<file path="config.mk">
export PLATFORM = sky130hd
export DESIGN_NAME = irq_init_seq
export DESIGN_NICKNAME = d
export VERILOG_FILES = /design/src/rtl/irq_init_pkg.sv /design/src/rtl/irq_cmd_decode.sv /design/src/rtl/irq_seq_fsm.sv /design/src/rtl/irq_cfg_regs.sv /design/src/rtl/irq_init_seq.sv
export SDC_FILE = /design/constraint.sdc
export NUM_CORES = 1
export LEC_CHECK = 0
export BUFFER_PORTS_ARGS = -buffer_cell sky130_fd_sc_hd__buf_2
export CAP_MARGIN = 40
export CORE_MARGIN = 4
export CORE_UTILIZATION = 40
export DETAILED_ROUTE_END_ITERATION = 8
export PLACE_DENSITY = 0.67
export SLEW_MARGIN = 30
export SYNTH_ARGS = -nofsm -noshare
export SYNTH_HDL_FRONTEND = slang
export SYNTH_SLANG_ARGS = --single-unit
</file>
<file path="constraint.sdc">
create_clock -name clk -period 1.35 [get_ports clk]
set_input_delay 0.2025 -clock clk [delete_from_list [all_inputs] [get_ports clk]]
set_output_delay 0.2025 -clock clk [all_outputs]
set_load 0.01 [all_outputs]
</file>
<file path="src/rtl/irq_init_pkg.sv">
package irq_init_pkg;

  typedef enum logic [2:0] {
    ST_IDLE,
    ST_BASE,
    ST_CASC,
    ST_ENV,
    ST_READY
  } seq_state_e;

  typedef struct packed {
    logic level;
    logic interval4;
    logic single;
    logic need_env;
  } open_flags_t;

  typedef struct packed {
    logic sfn;
    logic buf_master;
    logic buffered;
    logic auto_eoi;
    logic cpu16;
  } env_fields_t;

endpackage

</file>
<file path="src/rtl/irq_cmd_decode.sv">
module irq_cmd_decode #(
  parameter int DATA_W    = 8,
  parameter int START_BIT = 4
) (
  input  logic              clk,
  input  logic              rst_n,
  input  logic              wr_en,
  input  logic              wr_addr,
  input  logic [DATA_W-1:0] wr_data,
  output logic              start,
  output logic              data_wr,
  output logic              svc_clear,
  output logic              cmd_strobe,
  output logic [DATA_W-1:0] cmd_byte
);

  logic              op_wr;
  logic              svc_d, strobe_d;
  logic [DATA_W-1:0] byte_d;

  always_comb begin
    start   = wr_en && !wr_addr && wr_data[START_BIT];
    op_wr   = wr_en && !wr_addr && !wr_data[START_BIT];
    data_wr = wr_en && wr_addr;
  end

  always_comb begin
    svc_d    = start;
    strobe_d = op_wr;
    byte_d   = op_wr ? wr_data : cmd_byte;
  end

  always_ff @(posedge clk or negedge rst_n) begin
    if (!rst_n) begin
      svc_clear  <= 1'b0;
      cmd_strobe <= 1'b0;
      cmd_byte   <= '0;
    end else begin
      svc_clear  <= svc_d;
      cmd_strobe <= strobe_d;
      cmd_byte   <= byte_d;
    end
  end

  // a normal command is presented with its byte one cycle later
  a_r9_cmd_strobe : assert property (@(posedge clk) disable iff (!rst_n)
    (wr_en && !wr_addr && !wr_data[START_BIT]) |=> (cmd_strobe && cmd_byte == $past(wr_data)));

endmodule

</file>
<file path="src/rtl/irq_seq_fsm.sv">
module irq_seq_fsm
  import irq_init_pkg::*;
(
  input  logic clk,
  input  logic rst_n,
  input  logic start,
  input  logic data_wr,
  input  logic need_env,
  input  logic single,
  output logic take_base,
  output logic take_casc,
  output logic take_env,
  output logic mask_wr,
  output logic ready
);

  seq_state_e state_q, state_d;

  always_comb begin
    state_d   = state_q;
    take_base = 1'b0;
    take_casc = 1'b0;
    take_env  = 1'b0;
    mask_wr   = 1'b0;
    if (start) begin
      state_d = ST_BASE;
    end else if (data_wr) begin
      unique case (state_q)
        ST_BASE: begin
          take_base = 1'b1;
          if (!single)      state_d = ST_CASC;
          else if (need_env) state_d = ST_ENV;
          else               state_d = ST_READY;
        end
        ST_CASC: begin
          take_casc = 1'b1;
          state_d   = need_env ? ST_ENV : ST_READY;
        end
        ST_ENV: begin
          take_env = 1'b1;
          state_d  = ST_READY;
        end
        ST_IDLE, ST_READY: mask_wr = 1'b1;
        default: state_d = ST_IDLE;
      endcase
    end
  end

  always_ff @(posedge clk or negedge rst_n) begin
    if (!rst_n) state_q <= ST_IDLE;
    else        state_q <= state_d;
  end

  always_comb ready = (state_q == ST_READY);

  // ready only rises right after a data word was taken
  a_r7_ready_rise : assert property (@(posedge clk) disable iff (!rst_n)
    $rose(ready) |-> $past(data_wr));

  // an opening command always returns to the base word
  a_r10_restart : assert property (@(posedge clk) disable iff (!rst_n)
    start |=> (state_q == ST_BASE));

  // at most one kind of word is consumed per write
  a_r8_one_take : assert property (@(posedge clk) disable iff (!rst_n)
    $onehot0({take_base, take_casc, take_env, mask_wr}));

endmodule

</file>
<file path="src/rtl/irq_cfg_regs.sv">
module irq_cfg_regs
  import irq_init_pkg::*;
#(
  parameter int DATA_W  = 8,
  parameter int VEC_LSB = 3
) (
  input  logic              clk,
  input  logic              rst_n,
  input  logic              start,
  input  logic              take_base,
  input  logic              take_casc,
  input  logic              take_env,
  input  logic              mask_wr,
  input  logic [DATA_W-1:0] wr_data,
  output open_flags_t       flags,
  output logic [DATA_W-1:0] vec_base,
  output logic [DATA_W-1:0] casc_word,
  output env_fields_t       env,
  output logic [DATA_W-1:0] mask
);

  localparam int BASE_W = DATA_W - VEC_LSB;

  open_flags_t       flags_d;
  logic [BASE_W-1:0] base_q, base_d;
  logic [DATA_W-1:0] casc_d, mask_d;
  env_fields_t       env_d;

  always_comb begin
    flags_d = flags;
    base_d  = base_q;
    casc_d  = casc_word;
    env_d   = env;
    mask_d  = mask;
    if (start) begin
      flags_d.need_env  = wr_data[0];
      flags_d.single    = wr_data[1];
      flags_d.interval4 = wr_data[2];
      flags_d.level     = wr_data[3];
      casc_d            = '0;
      env_d             = '0;
      mask_d            = '0;
    end
    if (take_base) base_d = wr_data[DATA_W-1:VEC_LSB];
    if (take_casc) casc_d = wr_data;
    if (take_env) begin
      env_d.cpu16      = wr_data[0];
      env_d.auto_eoi   = wr_data[1];
      env_d.buffered   = wr_data[3];
      env_d.buf_master = wr_data[3] & wr_data[2];
      env_d.sfn        = wr_data[4];
    end
    if (mask_wr) mask_d = wr_data;
  end

  always_ff @(posedge clk or negedge rst_n) begin
    if (!rst_n) begin
      flags  <= '0;
      base_q <= '0;
      casc_word <= '0;
      env    <= '0;
      mask   <= '0;
    end else begin
      flags  <= flags_d;
      base_q <= base_d;
      casc_word <= casc_d;
      env    <= env_d;
      mask   <= mask_d;
    end
  end

  always_comb vec_base = {base_q, {VEC_LSB{1'b0}}};

  // opening a sequence clears mask, cascade byte and environment fields
  a_r2_open_clear : assert property (@(posedge clk) disable iff (!rst_n)
    start |=> (mask == '0 && casc_word == '0 && env == '0));

  // the mask only moves on a mask write or an opening command
  a_r8_mask_hold : assert property (@(posedge clk) disable iff (!rst_n)
    (!mask_wr && !start) |=> $stable(mask));

  // the vector base only moves when the base word is taken
  a_r7_base_hold : assert property (@(posedge clk) disable iff (!rst_n)
    !take_base |=> $stable(vec_base));

  // buffered master implies buffered
  a_r5_buf_code : assert property (@(posedge clk) disable iff (!rst_n)
    env.buf_master |-> env.buffered);

endmodule

</file>
<file path="src/rtl/irq_init_seq.sv">
module irq_init_seq
  import irq_init_pkg::*;
#(
  parameter int DATA_W    = 8,
  parameter int VEC_LSB   = 3,
  parameter int START_BIT = 4
) (
  input  logic              clk,
  input  logic              rst_n,
  input  logic              wr_en,
  input  logic              wr_addr,
  input  logic [DATA_W-1:0] wr_data,
  output logic              ready,
  output logic [DATA_W-1:0] vec_base,
  output logic              single_mode,
  output logic              level_mode,
  output logic              interval4,
  output logic [DATA_W-1:0] casc_word,
  output logic              cpu16_mode,
  output logic              auto_eoi,
  output logic              buffered,
  output logic              buf_master,
  output logic              sfn_mode,
  output logic [DATA_W-1:0] mask,
  output logic              svc_clear,
  output logic              cmd_strobe,
  output logic [DATA_W-1:0] cmd_byte
);

  logic [1:0]  rst_sync;
  logic        rst_ni;
  logic        start, data_wr;
  logic        take_base, take_casc, take_env, mask_wr;
  open_flags_t flags;
  env_fields_t env;

  always_ff @(posedge clk or negedge rst_n) begin
    if (!rst_n) rst_sync <= 2'b00;
    else        rst_sync <= {rst_sync[0], 1'b1};
  end
  always_comb rst_ni = rst_sync[1];

  irq_cmd_decode #(.DATA_W(DATA_W), .START_BIT(START_BIT)) u_dec (
    .clk(clk), .rst_n(rst_ni), .wr_en(wr_en), .wr_addr(wr_addr), .wr_data(wr_data),
    .start(start), .data_wr(data_wr), .svc_clear(svc_clear),
    .cmd_strobe(cmd_strobe), .cmd_byte(cmd_byte)
  );

  irq_seq_fsm u_fsm (
    .clk(clk), .rst_n(rst_ni), .start(start), .data_wr(data_wr),
    .need_env(flags.need_env), .single(flags.single),
    .take_base(take_base), .take_casc(take_casc), .take_env(take_env),
    .mask_wr(mask_wr), .ready(ready)
  );

  irq_cfg_regs #(.DATA_W(DATA_W), .VEC_LSB(VEC_LSB)) u_cfg (
    .clk(clk), .rst_n(rst_ni), .start(start), .take_base(take_base),
    .take_casc(take_casc), .take_env(take_env), .mask_wr(mask_wr),
    .wr_data(wr_data), .flags(flags), .vec_base(vec_base),
    .casc_word(casc_word), .env(env), .mask(mask)
  );

  always_comb begin
    single_mode = flags.single;
    level_mode  = flags.level;
    interval4   = flags.interval4;
    cpu16_mode  = env.cpu16;
    auto_eoi    = env.auto_eoi;
    buffered    = env.buffered;
    buf_master  = env.buf_master;
    sfn_mode    = env.sfn;
  end

  // a normal command leaves ready unchanged
  a_r9_ready_kept : assert property (@(posedge clk) disable iff (!rst_ni)
    (wr_en && !wr_addr && !wr_data[START_BIT]) |=> $stable(ready));

  // an opening command drops ready
  a_r2_ready_drop : assert property (@(posedge clk) disable iff (!rst_ni)
    (wr_en && !wr_addr && wr_data[START_BIT]) |=> !ready);

endmodule

</file>
==> parameters.txt, run 1 <==
Parameter                              Value

Run status
  Run status    finished, final reports clean

STA
  Final WS setup    12.33 ps
  Fmax    747.6 MHz
  RSZ-0062 raised after global routing    yes
  Post-Route Skew    6.265 ps
  Final Hold Vio Count    0
  Portion of the clock cycle consumed by the worst path in the final layout    99.09%
  Max-slew violation count    0
  Total negative setup slack    0 ps
  Minimum clock period    1338 ps
  Setup violators final    0

Clocking
  Register clock-pin slew on the reported worst setup and hold paths    80 ps
  Cell chosen for the clock root    sky130_fd_sc_hd__clkbuf_8
  Clock latency reported for the late side of the worst-skew pair    290 ps
  CTS tree    yes
  Maximum level of the CTS H-tree    2
  Clock buffers created by TritonCTS    5
  Clock sink total    45
  Number of buffers between clock root and the deepest sink    2

Routing
  Vias    1,310
  DRT Pass-1 Iters    4
  Total Wirelength    4.222 mm
  Routed via count divided by cell count    4.925
  First-iteration detailed-routing DRC count    54
  Antenna violation net count after detailed routing    0
  Detailed-route wire length per cell    15.87 um
  Remaining design rule violation count    0

Global route
  Global-route congestion overflow total    0
  Number of antenna violations at the first check in global routing    0
  Global-route wire length before repair    6.768 mm
  Number of global-route vias before repair    1,346
  Global Route Usage Sum    14.71%
  Pin count of the biggest net entering global routing    27

Critical path
  Critical Setup Path Class    flop to flop
  Crit path DAT    1520 ps
  Startpoint Class    flop
  Top fanout value on the critical path    5
  Kind of end point of the critical path    flop
  Data required, critical path    1530 ps

Flow run
  MaxCap Viol Count    0

Die
  Area of the core region    4444 sq um
  Area of the die    5824 sq um
  Std-Cell Rows    24
  Die H    76.32 um
  Initial Util    42.00%
  Boundary pin count    55
  Horiz. Die Dim    76.32 um

Layout
  Fraction of final layout cells with drive strength greater than 1    44.86%
  Post-synthesis to final-layout area growth    29.49%
  Net total in the final layout    225
  N_diodes    0
  Area of all placed cells without fillers    2417 sq um

Place
  Port bufs    51
  Detailed-placement wirelength estimate    2.988 mm
  Weighted congestion at the end of routability-driven global placement    0.8171
  Place WS    -18.83 ps
  Area after DPL    2246 sq um

Synthesis
  Number of synthesized flops with an enable pin    0
  Post-synth design cell area    1867 sq um
  Top post-synthesis cells by area    sky130_fd_sc_hd__dfrtp_1, sky130_fd_sc_hd__mux2i_1, sky130_fd_sc_hd__mux2_2
  Top-count cell post-synth    sky130_fd_sc_hd__dfrtp_1
  Synthesized area divided by synthesized cell count    12.70 sq um
  Main flop type after synthesis    sky130_fd_sc_hd__dfrtp_1
  Async SR Flop Fraction    100.0%
  Fraction of synthesized cell area taken by the top area cell type    60.32%
  Post-synth top cells    sky130_fd_sc_hd__dfrtp_1, sky130_fd_sc_hd__nand2_1, sky130_fd_sc_hd__mux2i_1
  Cell taking the most area after synthesis    sky130_fd_sc_hd__dfrtp_1
  Number of synthesized register bits    45
  Number of warnings issued by yosys    0
  Sequential element share of the synthesized area    60.32%
  Mapped Cells    147
  Number of distinct library cell variants in the gate-level netlist after synthesis    25

Worst hold path
  Worst min path class    primary input to flop

Power and ir drop
  Worst ir drop on vdd    0.0007934 V
  Pwr per Cell Area    1557 nW/um^2
  Leakage    0.001280 uW
==> cells in the final DEF, fill, tap and decap left out, drive strengths merged <==
cell	Yosys	final
nand2b	3	3
dfrtp	45	45
o21ba	1	1
nand3b	2	2
conb	2	4
a21oi	2	2
o21ai	8	8
nor2b	1	1
nand3	2	2
inv	9	9
and3b	1	1
a31o	1	1
a2bb2oi	1	1
nor3b	4	4
nand2	19	19
mux2	12	12
dlygate4sd3	0	1
nor2	2	2
mux2i	14	14
clkbuf	0	7
a22o	8	8
and4bb	1	1
buf	9	65
bufinv	0	1
==> final timing paths <==
check	start	end	slack, ps	depth (start not counted)
setup / recovery	u_fsm.state_q[2]$_DFFE_PN0P_	u_cfg.base_q[0]$_DFFE_PN0P_	10	4
hold / removal	wr_data[1]	u_cfg.mask[1]$_DFFE_PN0P_	170	2
setup reg to reg	u_fsm.state_q[2]$_DFFE_PN0P_	u_cfg.base_q[0]$_DFFE_PN0P_	10	4
hold reg to reg	rst_sync[1]$_DFF_PN0_	u_cfg.mask[2]$_DFFE_PN0P_	220	1
max in group asynchronous	rst_sync[1]$_DFF_PN0_	u_fsm.state_q[0]$_DFFE_PN0P_	820	1
min in group asynchronous	rst_n	rst_sync[0]$_DFF_PN0_	210	2
==> area by class of cell <==
class	instances	area [sq um]
Clock buffer	7	86.33
Clock inverter	1	30.03
Fill cell	418	2027
Inverter	9	33.78
Multi-Input combinational cell	86	685.7
Sequential cell	45	1130
Tap cell	52	65.06
Timing Repair Buffer	66	386.6
==> state kept, by name (all words and copies together), names as in the netlist <==
register / count
u_dec.cmd_byte: 8
u_cfg.base_q: 5
u_dec.svc_clear: 1
u_dec.cmd_strobe: 1
u_cfg.casc_word: 8
u_fsm.state_q: 3
u_cfg.flags: 4
u_cfg.env: 5
rst_sync: 2
u_cfg.mask: 8
==> power breakdown <==
group,internal (uW),switching [uW]
combinational,492,455
sequential,1610,164
clock,604,443
==> metrics by stage <==
step	total power, uW	cells	hold slack [ps]	utilization [%]
finish	3764	266	165.6	54.39
global route	3984	266	159.1	54.39
CTS	3758	265	153.1	53.72
detailed placement	2676	255	-8.477	50.53
global placement	2656	255	-9.538	50.53
floorplan	2261	149	-93.09	-
==> cell families after synthesis <==
| logic type | after synthesis | synth area share [%] |
|---|---|---|
| AO/OA/AOI/OAI | 21 | 7.909 |
| flip-flops | 45 | 60.32 |
| multiplexers | 26 | 14.75 |
| other | 2 | 0.4023 |
| buffers and inverters | 18 | 4.625 |
| AND/OR/NAND/NOR | 35 | 12.00 |
==> what timing repair did <==
action | in CTS | in global routing
buffers inserted | 1 | 1
endpoints found under the hold margin | 2 | 0
resized for setup | 3 | 6
pin swaps | 1 | 1
endpoints found under the setup margin | 6 | 8
hold buffers | 1 | 0
==> layer usage <==
| metal | share of wire [%] | wire [um] | track usage (%) | vias to the layer above |
|---|---|---|---|---|
| met5 | 0 | 0 | 0 | - |
| met4 | 1.3 | 53 | 5.435 | 0 |
| met3 | 7.5 | 317 | 4.846 | 5 |
| met2 | 43 | 1818 | 21.88 | 45 |
| met1 | 48 | 2032 | 19.97 | 637 |
| li1 | - | - | - | 623 |
==> worst max-delay path: stages (launching register included) <==
cell and delay (ps):
sky130_fd_sc_hd__dfrtp_1 390, sky130_fd_sc_hd__nand3b_4 170, sky130_fd_sc_hd__nor3b_4 210, sky130_fd_sc_hd__buf_6 160, sky130_fd_sc_hd__mux2_4 310
Note: power is estimated with default switching activity, not from simulation.
==> run 2, diff against run 1 <==
--- a/config.mk
+++ b/config.mk
@@ -5,12 +5,13 @@
 export SDC_FILE = /design/constraint.sdc
 export NUM_CORES = 1
 export LEC_CHECK = 0
+export ABC_AREA = 1
 export BUFFER_PORTS_ARGS = -buffer_cell sky130_fd_sc_hd__buf_2
 export CAP_MARGIN = 40
 export CORE_MARGIN = 4
 export CORE_UTILIZATION = 40
 export DETAILED_ROUTE_END_ITERATION = 8
-export PLACE_DENSITY = 0.67
+export PLACE_DENSITY = 0.74
 export SLEW_MARGIN = 30
 export SYNTH_ARGS = -nofsm -noshare
 export SYNTH_HDL_FRONTEND = slang
==> run 2 against run 1 <==
Effect of this change: cell area shrank 5.6%; total power down 6.1%; clock power is 21% lower; cell count grew 11%; routed wire length is 3.8% lower; register-to-register slack improved by 90 ps; sequential cell count unchanged; hold slack lost 6.3 ps; critical path type is now flop to primary output; largest cell class unchanged.
==> parameters.txt, run 2 <==
Parameter                              Value

Run status
  Run status    finished, final reports clean

Critical path
  Startpoint Class    flop
  Crit path max-delay cell type    sky130_fd_sc_hd__dfrtp_1
  Kind of end point of the critical path    primary output
  Biggest cell delay along the critical path    440 ps (+50 ps)
  Data required, critical path    1150 ps (-380 ps)
  Top fanout value on the critical path    4 (-1)
  Critical path, cell by cell    inv_2 > nand2_1 > nor2_1 > buf_2
  Critical Setup Path Class    flop to primary output
  Crit path DAT    1130 ps (-390 ps)

Synthesis
  Mapped Cells    184 (+25%)
  Top-count cell post-synth    sky130_fd_sc_hd__dfrtp_1
  Sequential element share of the synthesized area    61.52% (+1.2 points)
  Number of distinct library cell variants in the gate-level netlist after synthesis    17 (-32%)
  Number of warnings issued by yosys    0 (unchanged)
  Number of synthesized flops with an enable pin    0 (unchanged)
  Number of synthesized register bits    45 (unchanged)
  Post-synth top cells    sky130_fd_sc_hd__dfrtp_1, sky130_fd_sc_hd__nand2_1, sky130_fd_sc_hd__o21ai_0
  Top post-synthesis cells by area    sky130_fd_sc_hd__dfrtp_1, sky130_fd_sc_hd__o21ai_0, sky130_fd_sc_hd__nand3_1
  Async SR Flop Fraction    100.0% (unchanged)
  Cell taking the most area after synthesis    sky130_fd_sc_hd__dfrtp_1
  Synthesized area divided by synthesized cell count    9.948 sq um (-22%)
  Main flop type after synthesis    sky130_fd_sc_hd__dfrtp_1
  Fraction of synthesized cell area taken by the top area cell type    61.52% (+1.2 points)
  Post-synth design cell area    1831 sq um (-1.9%)

Die
  Horiz. Die Dim    75.65 um (-0.87%)
  Initial Util    41.75% (-0.25 points)
  Die H    75.65 um (-0.87%)
  Area of the die    5723 sq um (-1.7%)
  Area of the core region    4384 sq um (-1.4%)
  Std-Cell Rows    24 (unchanged)
  Boundary pin count    55 (unchanged)

Routing
  Remaining design rule violation count    0 (unchanged)
  DRT Pass-1 Iters    4 (unchanged)
  Antenna violation net count after detailed routing    0 (unchanged)
  First-iteration detailed-routing DRC count    167 (+210%)
  Routed via count divided by cell count    4.800 (-2.5%)
  Total Wirelength    4.060 mm (-3.8%)
  Vias    1,416 (+8.1%)
  Detailed-route wire length per cell    13.76 um (-13%)

Clocking
  Clock buffers created by TritonCTS    5 (unchanged)
  CTS tree    yes
  Register clock-pin slew on the reported worst setup and hold paths    80 ps (about the same)
  Maximum level of the CTS H-tree    2 (unchanged)
  Clock latency reported for the late side of the worst-skew pair    290 ps (about the same)
  Clock sink total    45 (unchanged)
  Cell chosen for the clock root    sky130_fd_sc_hd__clkbuf_8
  Number of buffers between clock root and the deepest sink    2 (unchanged)

STA
  Total negative setup slack    0 ps (unchanged)
  Post-Route Skew    9.013 ps (+2.748 ps)
  Minimum clock period    1332 ps (-5.964 ps)
  Setup violators final    0 (unchanged)
  RSZ-0062 raised after global routing    yes
  Portion of the clock cycle consumed by the worst path in the final layout    98.64% (-0.44 points)
  Fmax    750.9 MHz (+0.45%)
  Max-slew violation count    0 (unchanged)
  Min Hold Slack    159.3 ps (-6.303 ps)
  Final WS setup    18.29 ps (+5.964 ps)
  Final Hold Vio Count    0 (unchanged)

Layout
  Post-synthesis to final-layout area growth    24.61%
  FILL cells    392 (-6.2%)
  Commonest cells after routing, fill and taps aside    sky130_fd_sc_hd__buf_2, sky130_fd_sc_hd__dfrtp_1, sky130_fd_sc_hd__nand2_1
  Fin cells    295 (+11%)
  N_diodes    0 (unchanged)
  Net total in the final layout    254 (+13%)
  Fraction of final layout cells with drive strength greater than 1    34.16% (-11 points)
  Regs by FF count    u_cfg.casc_word (8), u_cfg.mask (8), u_dec.cmd_byte (8)
  Most common library cell in the layout ignoring fill and taps    sky130_fd_sc_hd__buf_2
  Area of all placed cells without fillers    2281 sq um (-5.6%)

Flow run
  MaxCap Viol Count    0 (unchanged)

Power and ir drop
  Leakage    0.001248 uW (-2.5%)
  Worst ir drop on vdd    0.0007396 V (-6.8%)
  Pwr per Cell Area    1550 nW/um^2 (-0.46%)

Worst hold path
  Worst min path class    primary input to flop

Global route
  Pin count of the biggest net entering global routing    34 (+26%)
  Global-route wire length before repair    6.361 mm (-6.0%)
  Number of antenna violations at the first check in global routing    0 (unchanged)
  Global Route Usage Sum    15.12% (+0.41 points)
  Global-route congestion overflow total    0 (unchanged)
  Number of global-route vias before repair    1,249 (-7.2%)

Place
  Port bufs    51 (unchanged)
  Detailed-placement wirelength estimate    2.865 mm (-4.1%)
  DP Cell Count    284 (+11%)
  Area after DPL    2151 sq um (-4.2%)
  Place WS    170.2 ps (+189.0 ps)
  Weighted congestion at the end of routability-driven global placement    0.8748 (+7.1%)
==> run 2: repair_timing <==
item	in CTS	in global routing
hold endpoints to repair	2	0
setup buffers	2	0
gates resized for setup	1	3
hold buffers	1	0
setup endpoints to repair	1	12
==> run 2: logic make-up (layout without fill, tap and decap cells) <==
kind of cell	count (synthesis)	count (layout)	synth area share, %
other cells	2	4	0.4103
flops	45	45	61.52
compound gates	39	39	12.10
buf+inv	28	85	7.382
simple gates	70	70	18.59
==> run 2: metal layers <==
layer	track usage (%)	wire length [um]	vias to the layer above
met5	0	0	-
met4	4.078	19	0
met3	4.354	244	2
met2	22.15	1928	43
met1	22.02	1869	657
li1	-	-	714
==> run 2: critical path, delay by kind of cell, from the launching register on <==
family,cells,cell delay (ps)
buf+inv,2,220
flops,1,440
simple gates,2,170
==> run 2: power by group <==
group | internal (uW) | switching (uW)
logic | 381 | 529
registers | 1620 | 176
clock network | 367 | 461
total | 2370 | 1170
==> run 2: cell type report <==
type,instances,area [sq um],share of cell area [%]
Tap cell,52,65.06,2.852
Inverter,19,73.82,3.236
Timing Repair Buffer,58,339.1,14.87
Multi-Input combinational cell,113,584.3,25.62
Clock inverter,3,21.27,0.9325
Sequential cell,45,1129,49.48
Clock buffer,5,68.82,3.017
==> run 2: worst paths after layout <==
| path | startpoint | cells past startpoint | end | slack, ps |
|---|---|---|---|---|
| worst max-delay path | u_fsm.state_q[0]$_DFFE_PN0P_ | 4 | ready | 20 |
| worst min-delay path | wr_data[2] | 3 | u_cfg.env[3]$_DFFE_PN0P_ | 160 |
| worst max register to register | u_fsm.state_q[1]$_DFFE_PN0P_ | 6 | u_cfg.env[1]$_DFFE_PN0P_ | 100 |
| worst min register to register | rst_sync[1]$_DFF_PN0_ | 0 | u_dec.cmd_byte[2]$_DFFE_PN0P_ | 180 |
| max in group asynchronous | rst_sync[1]$_DFF_PN0_ | 1 | u_fsm.state_q[2]$_DFFE_PN0P_ | 700 |
| min in group asynchronous | rst_sync[1]$_DFF_PN0_ | 0 | u_dec.cmd_byte[2]$_DFFE_PN0P_ | 180 |
==> run 2: per-stage QoR <==
stage                     utilization [%]  power [uW]
after floorplan                         -        2327
after global placement              49.06        2685
after detailed placement            49.06        2711
after CTS                           51.74        3572
after global routing                52.03        3773
final                               52.03        3535
==> run 3, diff against run 2 <==
--- a/config.mk
+++ b/config.mk
@@ -11,7 +11,7 @@
 export CORE_MARGIN = 4
 export CORE_UTILIZATION = 40
 export DETAILED_ROUTE_END_ITERATION = 8
-export PLACE_DENSITY = 0.74
+export PLACE_DENSITY = 0.72
 export SLEW_MARGIN = 30
 export SYNTH_ARGS = -nofsm -noshare
 export SYNTH_HDL_FRONTEND = slang
==> constraint.sdc (replaced) <==
create_clock -name clk -period 1.69 [get_ports clk]
set_input_delay 0.2535 -clock clk [delete_from_list [all_inputs] [get_ports clk]]
set_output_delay 0.2535 -clock clk [all_outputs]
set_load 0.01 [all_outputs]
==> run 3 against run 2 <==
Effect of this change: cell area shrank 2.8%; total power decreased by 20%; sequential cell count did not move; utilization down 1.5 points; sequential power is 21% lower.
==> parameters.txt, run 3 (synthesis results as in run 2) <==
Parameter                              Value

Run status
  Run status    finished, final reports clean

Clocking
  Maximum level of the CTS H-tree    2 (unchanged)
  Post-CTS setup-driven buffer insertion count    0 (-2)
  Clock buffers created by TritonCTS    5 (unchanged)
  Clock sink total    45 (unchanged)
  Clock latency reported for the late side of the worst-skew pair    300 ps (about the same)
  Cell chosen for the clock root    sky130_fd_sc_hd__clkbuf_8
  CTS tree    yes
  Number of buffers between clock root and the deepest sink    2 (unchanged)
  Register clock-pin slew on the reported worst setup and hold paths    80 ps (about the same)

Critical path
  Cell family contributing the most delay on the critical path    flip-flops
  Worst R2R Setup Slack    300 ps (+200 ps)
  Crit path max-delay cell type    sky130_fd_sc_hd__dfrtp_1
  Data required, critical path    1440 ps (+290 ps)
  Crit path DAT    1210 ps (+80 ps)
  Top fanout value on the critical path    5 (+1)
  Critical path, cell by cell    inv_2 > nand2_1 > nor2_1 > buf_2
  CP bufs+invs    2 (unchanged)
  Biggest cell delay along the critical path    430 ps (about the same)
  Kind of end point of the critical path    primary output
  Startpoint Class    flop
  Critical Setup Path Class    flop to primary output

Layout
  Commonest cells after routing, fill and taps aside    sky130_fd_sc_hd__buf_2, sky130_fd_sc_hd__dfrtp_1, sky130_fd_sc_hd__nand2_1
  Net total in the final layout    250 (-1.6%)
  Area used by multi-input combinational logic    576.8 sq um (-1.3%)
  Most common library cell in the layout ignoring fill and taps    sky130_fd_sc_hd__buf_2
  Post-synthesis to final-layout area growth    21.12%
  FILL cells    427 (+8.9%)
  Final Core Density    50.57% (-1.5 points)
  N_diodes    0 (unchanged)
  Regs by FF count    u_cfg.casc_word (8), u_cfg.mask (8), u_dec.cmd_byte (8)
  Fraction of final layout cells with drive strength greater than 1    32.64% (-1.5 points)
  Area of all sequential standard cells    1127 sq um (-0.11%)

Die
  Die H    75.65 um (unchanged)
  Std-Cell Rows    24 (unchanged)
  Area of the core region    4384 sq um (unchanged)
  Boundary pin count    55 (unchanged)
  Initial Util    41.75% (unchanged)
  Horiz. Die Dim    75.65 um (unchanged)
  Area of the die    5723 sq um (unchanged)

STA
  Setup violators final    0 (unchanged)
  Total negative setup slack    0 ps (unchanged)
  Pin slew with the least headroom to its limit    538.8 ps
  Max-slew violation count    0 (unchanged)
  Worst rel slew slack    64.08%
  Portion of the clock cycle consumed by the worst path in the final layout    86.46%
  Post-Route Skew    2.495 ps (-6.518 ps)
  Minimum clock period    1461 ps
  Final Hold Vio Count    0 (unchanged)
  RSZ-0062 raised after global routing    no
  Fmax    684.4 MHz

Routing
  DRT Pass-1 Iters    4 (unchanged)
  First-iteration detailed-routing DRC count    83 (-50%)
  Vias    1,415 (-0.071%)
  Detailed-route wire length per cell    13.92 um (+1.1%)
  Routed via count divided by cell count    4.863 (+1.3%)
  Total Wirelength    4.051 mm (-0.22%)
  Remaining design rule violation count    0 (unchanged)
  Antenna violation net count after detailed routing    0 (unchanged)

Flow run
  MaxCap Viol Count    0 (unchanged)

Power and ir drop
  Worst ir drop on vdd    0.0005420 V (-27%)
  Post-route total power    2820 uW (-20%)
  Leakage    0.001225 uW (-1.8%)
  Pwr per Cell Area    1272 nW/um^2 (-18%)

Global route
  Global-route wire length before repair    6.389 mm (+0.44%)
  Global-route congestion overflow total    0 (unchanged)
  Number of antenna violations at the first check in global routing    0 (unchanged)
  Number of global-route vias before repair    1,330 (+6.5%)
  Pin count of the biggest net entering global routing    44 (+29%)
  Global Route Usage Sum    15.29% (+0.17 points)

Worst hold path
  Worst min path class    primary input to flop

Place
  Port bufs    51 (unchanged)
  Detailed-placement wirelength estimate    2.853 mm (-0.41%)
  Weighted congestion at the end of routability-driven global placement    0.8589 (-1.8%)
-- run 3: report_power, final --
| part | internal [uW] | total, uW | switching (uW) |
|---|---|---|---|
| Combinational | 280 | 701 | 422 |
| Sequential | 1290 | 1420 | 130 |
| Clock | 331 | 695 | 363 |
| Total | 1900 | 2820 | 915 |
-- run 3: through the flow --
stage / instances / worst slack (ps) / area [sq um] / hold slack (ps)
global route: 291 / 168.5 / 2217 / 214.1
floorplan: 186 / 344.9 / 1838 / -42.09
CTS: 291 / 230.8 / 2217 / 191.1
detailed placement: 282 / 332.3 / 2111 / 39.02
global placement: 282 / 334.4 / 2111 / 38.39
finish: 291 / 228.9 / 2217 / 197.4
-- run 3: final timing paths --
path	start	end	depth (start not counted)
min reg2reg	rst_sync[1]$_DFF_PN0_	u_dec.svc_clear$_DFF_PN0_	1
max reg2reg	u_fsm.state_q[2]$_DFFE_PN0P_	u_cfg.casc_word[3]$_DFFE_PN0P_	4
min	wr_data[2]	u_cfg.env[3]$_DFFE_PN0P_	3
min in group asynchronous	rst_n	rst_sync[1]$_DFF_PN0_	2
max in group asynchronous	rst_sync[1]$_DFF_PN0_	u_dec.cmd_byte[4]$_DFFE_PN0P_	1
max	u_fsm.state_q[0]$_DFFE_PN0P_	ready	4
-- run 3: final cells by class --
cell class,instances,share of cell area (%)
sequential,45,50.85
clock inverter,2,0.6208
multi-input combinational,113,26.02
inverter,19,3.217
timing repair buffer,54,12.64
clock buffer,6,3.725
tap,52,2.935
-- run 3: what timing repair did --
| item | in CTS | in global routing |
|---|---|---|
| hold endpoints to repair | 2 | 0 |
| resized for setup | 0 | 0 |
| hold buffers | 1 | 0 |
-- run 3: worst min-delay path: stages --
cell and delay [ps]:
sky130_fd_sc_hd__buf_2 100, sky130_fd_sc_hd__nand2_1 40, sky130_fd_sc_hd__o21ai_0 60
-- run 3: metal layers --
layer	track usage (%)	share of wire, %	up-vias
li1	-	-	701
met1	21.38	46	664
met2	21.09	44	43
met3	5.673	8.0	7
met4	6.990	2.1	0
met5	0	0	-
